File: config.mk
export PLATFORM = sky130hd
export DESIGN_NAME = vc_input_port
export DESIGN_NICKNAME = d
export VERILOG_FILES = /design/src/rtl/vc_input_port.sv
export SDC_FILE = /design/constraint.sdc
export NUM_CORES = 1
export LEC_CHECK = 0
export BUFFER_PORTS_ARGS = -buffer_cell sky130_fd_sc_hd__buf_2
export CAP_MARGIN = 20
export CELL_PAD_IN_SITES_DETAIL_PLACEMENT = 2
export CELL_PAD_IN_SITES_GLOBAL_PLACEMENT = 2
export CORE_ASPECT_RATIO = 1.4
export CORE_UTILIZATION = 40
export DETAILED_ROUTE_END_ITERATION = 16
export PLACE_DENSITY_LB_ADDON = 0.1
export SYNTH_ARGS = -nofsm -noshare
export SYNTH_HDL_FRONTEND = slang
export SYNTH_SLANG_ARGS = --single-unit
File: constraint.sdc
create_clock -name clk -period 3.4 [get_ports clk]
set_input_delay 0.17 -clock clk [delete_from_list [all_inputs] [get_ports clk]]
set_output_delay 0.17 -clock clk [all_outputs]
set_load 0.02 [all_outputs]
File: src/rtl/vc_input_port.sv
module vc_input_port #(
  parameter int NUM_VC = 2,
  parameter int DEPTH  = 3,
  parameter int DATA_W = 16,
  localparam int VC_W  = (NUM_VC > 1) ? $clog2(NUM_VC) : 1
) (
  input  logic                     clk,
  input  logic                     rst_n,
  input  logic                     in_valid,
  input  logic [VC_W-1:0]          in_vc,
  input  logic [1:0]               in_type,
  input  logic [DATA_W-1:0]        in_data,
  input  logic [NUM_VC-1:0]        deq,
  output logic [NUM_VC-1:0]        out_valid,
  output logic [2*NUM_VC-1:0]      out_type,
  output logic [DATA_W*NUM_VC-1:0] out_data,
  output logic [NUM_VC-1:0]        vc_active,
  output logic [NUM_VC-1:0]        credit,
  output logic [NUM_VC-1:0]        overflow,
  output logic [NUM_VC-1:0]        proto_err
);
  localparam int PTR_W  = (DEPTH > 1) ? $clog2(DEPTH) : 1;
  localparam int CNT_W  = $clog2(DEPTH + 1);
  localparam int FLIT_W = DATA_W + 2;
  localparam logic [1:0] T_BODY = 2'b00;
  localparam logic [1:0] T_HEAD = 2'b01;
  localparam logic [1:0] T_TAIL = 2'b10;

  for (genvar v = 0; v < NUM_VC; v++) begin : g_vc
    logic [FLIT_W-1:0] slots [DEPTH];
    logic [PTR_W-1:0]  wp, rp;
    logic [CNT_W-1:0]  cnt;
    logic              act, ovf, err, crd;
    logic              sel, full, push, pop;

    assign sel  = in_valid && (in_vc == VC_W'(v));
    assign full = (cnt == CNT_W'(DEPTH));
    assign push = sel && !full;
    assign pop  = deq[v] && (cnt != '0);

    always_ff @(posedge clk or negedge rst_n) begin
      if (!rst_n) begin
        wp  <= '0;
        rp  <= '0;
        cnt <= '0;
        act <= 1'b0;
        ovf <= 1'b0;
        err <= 1'b0;
        crd <= 1'b0;
      end else begin
        crd <= pop;
        cnt <= cnt + CNT_W'(push) - CNT_W'(pop);
        if (sel && full) ovf <= 1'b1;
        if (push) begin
          wp <= (wp == PTR_W'(DEPTH - 1)) ? '0 : wp + 1'b1;
          if (!act && (in_type == T_BODY || in_type == T_TAIL)) err <= 1'b1;
          if (in_type == T_HEAD) act <= 1'b1;
          else if (in_type[1]) act <= 1'b0;
        end
        if (pop) rp <= (rp == PTR_W'(DEPTH - 1)) ? '0 : rp + 1'b1;
      end
    end

    always_ff @(posedge clk) begin
      if (push) slots[wp] <= {in_type, in_data};
    end

    assign out_valid[v] = (cnt != '0);
    assign {out_type[2*v +: 2], out_data[v*DATA_W +: DATA_W]} = slots[rp];
    assign vc_active[v] = act;
    assign credit[v]    = crd;
    assign overflow[v]  = ovf;
    assign proto_err[v] = err;
  end
endmodule

# Word-level counts from Yosys, hierarchy flattened
# Memory sizes are Yosys's and may differ from the RTL's.
# Cells that the tools add are included.
dict set report word_totals {
  reg_bits 20
  ramBits 108
  in_bits 24
  n_memories 2
}
dict set report classes {
  n_addsub 8
  eq_ne 8
  n_mux 10
  bitwise_logic 1
  n_reduce_logical 23
}
# name depth width read_ports rd_clocked_by_memory_dff write_ports line
set mem_list {}
lappend mem_list {{g_vc[0].slots} 3 18 1 0 1 30} ;# logic [FLIT_W-1:0] slots [DEPTH];
lappend mem_list {{g_vc[1].slots} 3 18 1 0 1 30}
# operator count
set op_table {}
lappend op_table {{== test 2 bit (second input constant)} 7}
lappend op_table {{logical AND 1 bit} 10}
lappend op_table {{adder 2 x 1 -> 2 bit (second input constant)} 4}
lappend op_table {{2-to-1 mux 2 bit} 4}
lappend op_table {{AND reduction 2 bit} 4}
lappend op_table {{2-to-1 mux 1 bit} 6}
lappend op_table {{nonzero test 2 bit} 3}
lappend op_table {{adder 2 x 1 -> 2 bit} 2}
lappend op_table {{zero test 1 bit} 4}
lappend op_table {{subtractor 2 x 1 -> 2 bit} 2}
lappend op_table {{== test 2 x 1 -> 1 bit (second input constant)} 1}
lappend op_table {{zero test 2 bit} 1}
lappend op_table {{logical OR 1 bit} 1}
lappend op_table {{inverter 1 bit} 1}

# Depth between registers and ports, before layout
dict set report depth {
  depth_word 5
  depth_mapped 5
}

# Worst setup path before layout
# Ideal clock, no wire load.
dict set report synth_timing {
  kind {reg2reg}
  start {reg g_vc[1].cnt[0]}
  end {mem g_vc[1].slots[2][0] in the netlist's numbering, enable pin}
  setup_time_ns 0.420
  t_arrival_ns 2.081
  slack_ns 0.899
  path_stages_with_launch 4
  cell_sequence {dfrtp_1 > nand2_1 > nand3_2 > nor3b_1}
}
dict set report synth_between {
  elab_chain_len 5
}
# item line
set synth_lines {}
lappend synth_lines {{from (decl)} 32} ;# logic [CNT_W-1:0] cnt;
lappend synth_lines {{from (signal assigned)} 52} ;# cnt <= cnt + CNT_W'(push) - CNT_W'(pop);
lappend synth_lines {{== test 2 bit} 37} ;# assign full = (cnt == CNT_W'(DEPTH));
lappend synth_lines {{zero test 1 bit} 38} ;# assign push = sel && !full;
lappend synth_lines {{logical AND 1 bit} 38}
lappend synth_lines {{2-to-1 mux 1 bit} 65} ;# if (push) slots[wp] <= {in_type, in_data};
lappend synth_lines {{2-to-1 mux 1 bit (not written as such)} 65}
lappend synth_lines {{to (decl)} 30}
# Every way passes these cells.

# Final worst setup path
dict set report layout_timing {
  start {reg g_vc[1].rp[0]}
  end {out out_data[19]}
}
dict set report layout_between {
  elab_chain_len 1
}
# item line
set layout_lines {}
lappend layout_lines {{from (decl)} 31} ;# logic [PTR_W-1:0] wp, rp;
lappend layout_lines {{from (signal assigned)} 60} ;# if (pop) rp <= (rp == PTR_W'(DEPTH - 1)) ? '0 : rp + 1'b1;
lappend layout_lines {{memory read (3 x 18 bit)} -}
lappend layout_lines {{to (decl)} 16} ;# output logic [DATA_W*NUM_VC-1:0] out_data,
# Every way passes these cells.

==> results.txt <==
- Max-cap violations in this run came to 0.
- In the synthesized netlist the async set-or-reset flop fraction comes to 15.6%.
* Worst hold start: in_data[2]
* NumNets Final: 420
- Number of global-route vias before repair: 3264
* Clock slew at reported path FFs: 0.06 ns
- Multiplexer cells account for 7.72% of the synthesized area.
* Largest stage delay on the critical path: 0.74 ns
- The die is 134 um tall.
* Worst Hold Class: in -> reg
* Post-synth EDFFs: 108
* Top routing layer in use: met4
- The smallest clock period supported by the final layout is computed as 2.21 ns.
- 70 I/O pins were placed.
- Starting density of the core: 41.5%
- Period Utilization, post-route: 65.1%
- Clock tree synthesis found a total of 128 sinks.
* Clock tree from TritonCTS: yes
- GPL Wtd Cong: 0.662
- Standard cell with the maximum stage delay on the critical path: dfrtp_1
* R2R Path Start: g_vc[1].cnt[0]$_DFF_PN0_
* Number of flip-flops and latches in the synthesized netlist: 128
- Post-route DRC: 0
* Detail-routed net length per standard cell: 22.1 um
* Element type at the critical path start: flip-flop
- The die is 96.1 um wide.
- By area, the combinational part of the netlist is dominated by multiplexers.
* Max-slew violation count: 0
* Endpoint class of the critical path: output port
- Later-pin clock latency in the skew report: 0.41 ns
- Global routing used 20.9% of the available tracks across all layers.
- Count of buffers inserted at the top-level ports: 69
* Outcome: finished, final reports clean
* Global-route wire length before repair: 18.6 mm
* Clk buf depth: 2
* Synthesized-area fraction occupied by ao, oa, aoi and oai cells: 6.44%
- Vias after detailed routing: 2866
- Critical path cell sequence: buf_4, mux2i_1, o21ai_1, buf_2
* Slew margin rel.: 55.1%
- For the worst setup path, the data required time is 3.23 ns.
- Pin count of the biggest net entering global routing: 39
- Routed wire length on met3: 368 um
- The initial antenna violation count was 0.
- Measured in cells, the most critical reg-to-reg path has a length of 4.
- VDD sags by at most 0.466 mV.
- Remaining global-route overflow: 0
- Ys flop type: edfxtp_1
- Placeable core region: 11900 um2
- The library cells used most frequently in the layout, excluding fill and tap cells, are edfxtp_1, buf_2, nand2_1.
* Most common cell after layout, fill and taps aside: edfxtp_1
- Share of post-route cells with drive strength above 1: 29.8%
* Post-route total power: 5680 uW
- Setup repair after global routing left no endpoint under its margin.
* Kind of critical path: reg -> out
- Die area: 12800 um2
- The worst hold path terminates at g_vc[0].slots[2][2]$_DFFE_PP_.
- Peak clock frequency supported by timing: 0.452 GHz
- Post-CTS setup repair buffer count: 0
* Detail Route Antenna Nets: 0
- Synth Area in XOR/XNOR: 0.707%
- Summed over all cells, the static leakage comes to 0.00234 uW.
* Slew @ Worst Pin: 0.673 ns
* Net count after synthesis: 340
* Aggregate routed wire length: 12.2 mm
* Synthesized-area fraction occupied by and/or/nand/nor cells: 6.59%
- CTS root buf: clkbuf_16
- The number of hold violations in the final report came to 0.
- In this run, distinct cell masters in the synthesized netlist total 29.
* Std cell rows: 47
- 0 antenna diodes ended up in the layout.
* Total power divided by cell area: 926 nW/um2
- Critical Path Fanout Max: 11
- Synthesis produced 314 cells.
* Post_cts resized: 0
- Worst endpoint data arrival time: 2.04 ns
- For this run, the register share of the synthesized area comes to 75.5%.
- Number of H-tree levels: 4
- Buffers inserted to repair hold after CTS numbered 1.
* Minimum setup slack among reg-to-reg paths: 1.45 ns
- After the first detailed-routing iteration, the DRC count stood at 159.
- Dpl hpwl: 7.36 mm
- Hold-critical path depth: 1
- Met2 wire length: 6.97 mm
- Average footprint of a synthesized cell: 15.8 um2
* Sum of routed wire segments on met1: 4.72 mm
* Area growth from synthesis to final layout: 23.8%
* Synth warnings: 0
- Across the routed clock network, the largest skew measured is 0.00489 ns.
* Area of the mapped netlist: 4960 um2
* Total negative slack for setup checks: 0 ns
- Summing the areas of all fa, ha and maj instances in the mapped netlist gives 0.505% of the synthesized area.
* End of the worst register-to-register path: g_vc[1].slots[1][12]$_DFFE_PP_
- Pre-Repair DR Iteration Count: 4
- Via-per-instance ratio: 5.18
- Counting the buffers created by CTS gives 17.
- Final setup viols: 0
==> worst max-delay path, delay by kind of cell (launching register included) <==
kind | cells | cell delay [ns]
buffers and inverters | 2 | 0.52
AO/OA/AOI/OAI | 1 | 0.08
flip-flops | 1 | 0.74
multiplexers | 1 | 0.28
==> layout make-up <==
type                            count  area, um2
Clock buffer                       23        448
Fill cell                        1117       5800
Tap cell                          147        184
Multi-Input combinational cell    164       1120
Clock inverter                      8        138
Timing Repair Buffer               81        500
Sequential cell                   128       3740
Inverter                            2       7.51
==> per-layer routing <==
metal / up-vias / track usage, %
met1: 1479 / 23.8
met2: 65 / 37.5
li1: 1312 / -
met5: - / 0
met4: 0 / 6.72
met3: 10 / 5.08
==> registers in the layout (all words and copies together) (netlist names) <==
signal      count
g_vc.cnt        4
g_vc.act        2
g_vc.err        2
g_vc.wp         4
g_vc.rp         4
g_vc.slots    108
g_vc.ovf        2
g_vc.crd        2
==> synthesized netlist by cell type, types with 3 or more instances <==
library cell  count  area [um2]
edfxtp_1        108        3240
nand2_1          45         169
o21ai_1          38         190
mux2i_1          36         360
dfrtp_1          20         500
buf_2            10        50.1
buf_4             8        60.1
a21o_1            6        45.0
a21oi_1           5        25.0
nor2_1            4        15.0
xnor2_1           4        35.0
a21oi_2           3        26.3
nor3_2            3        30.0
==> how the worst max path moves through the flow <==
stage	from	to	slack [ns]	cells past startpoint
floorplan	g_vc[1].cnt[0]$_DFF_PN0_	g_vc[1].slots[2][0]$_DFFE_PP_	0.90	3
global placement	g_vc[1].cnt[0]$_DFF_PN0_	g_vc[1].slots[1][12]$_DFFE_PP_	1.36	3
detailed placement	g_vc[0].cnt[0]$_DFF_PN0_	g_vc[0].slots[1][7]$_DFFE_PP_	1.28	3
CTS	g_vc[1].rp[0]$_DFFE_PN0P_	out_data[16]	1.12	4
global route	g_vc[1].rp[0]$_DFFE_PN0P_	out_data[19]	1.06	4
finish	g_vc[1].rp[0]$_DFFE_PN0P_	out_data[19]	1.19	4
==> cell families (layout without fill, tap and decap cells) <==
| group | count (synthesis) | in the layout |
|---|---|---|
| buffers and inverters | 22 | 114 |
| muxes | 38 | 38 |
| and+or+nand+nor | 64 | 64 |
| AOI/OAI and AO/OA | 56 | 56 |
| DFF | 128 | 128 |
| adders and majority gates | 2 | 2 |
| xor gates and xnor gates | 4 | 4 |
==> through the flow <==
step           utilization [%]  instances  hold slack, ns  setup WS [ns]  instance area (um2)
2_1_floorplan                -        314          -0.126          0.899                 4960
3_3_place_gp              45.6        516           0.161           1.36                 5440
3_5_place_dp              45.8        517           0.164           1.28                 5470
4_1_cts                   50.8        549         0.00194           1.12                 6070
5_1_grt                   51.4        553         0.00748           1.06                 6140
6_report                  51.4        553          0.0155           1.19                 6140
==> power breakdown <==
part	total (uW)	internal [uW]	switching (uW)
sequential	2210	1960	250
clock	1850	1220	634
combinational	1620	616	1010
total	5680	3790	1890
Note: power is estimated with default switching activity, not from simulation.
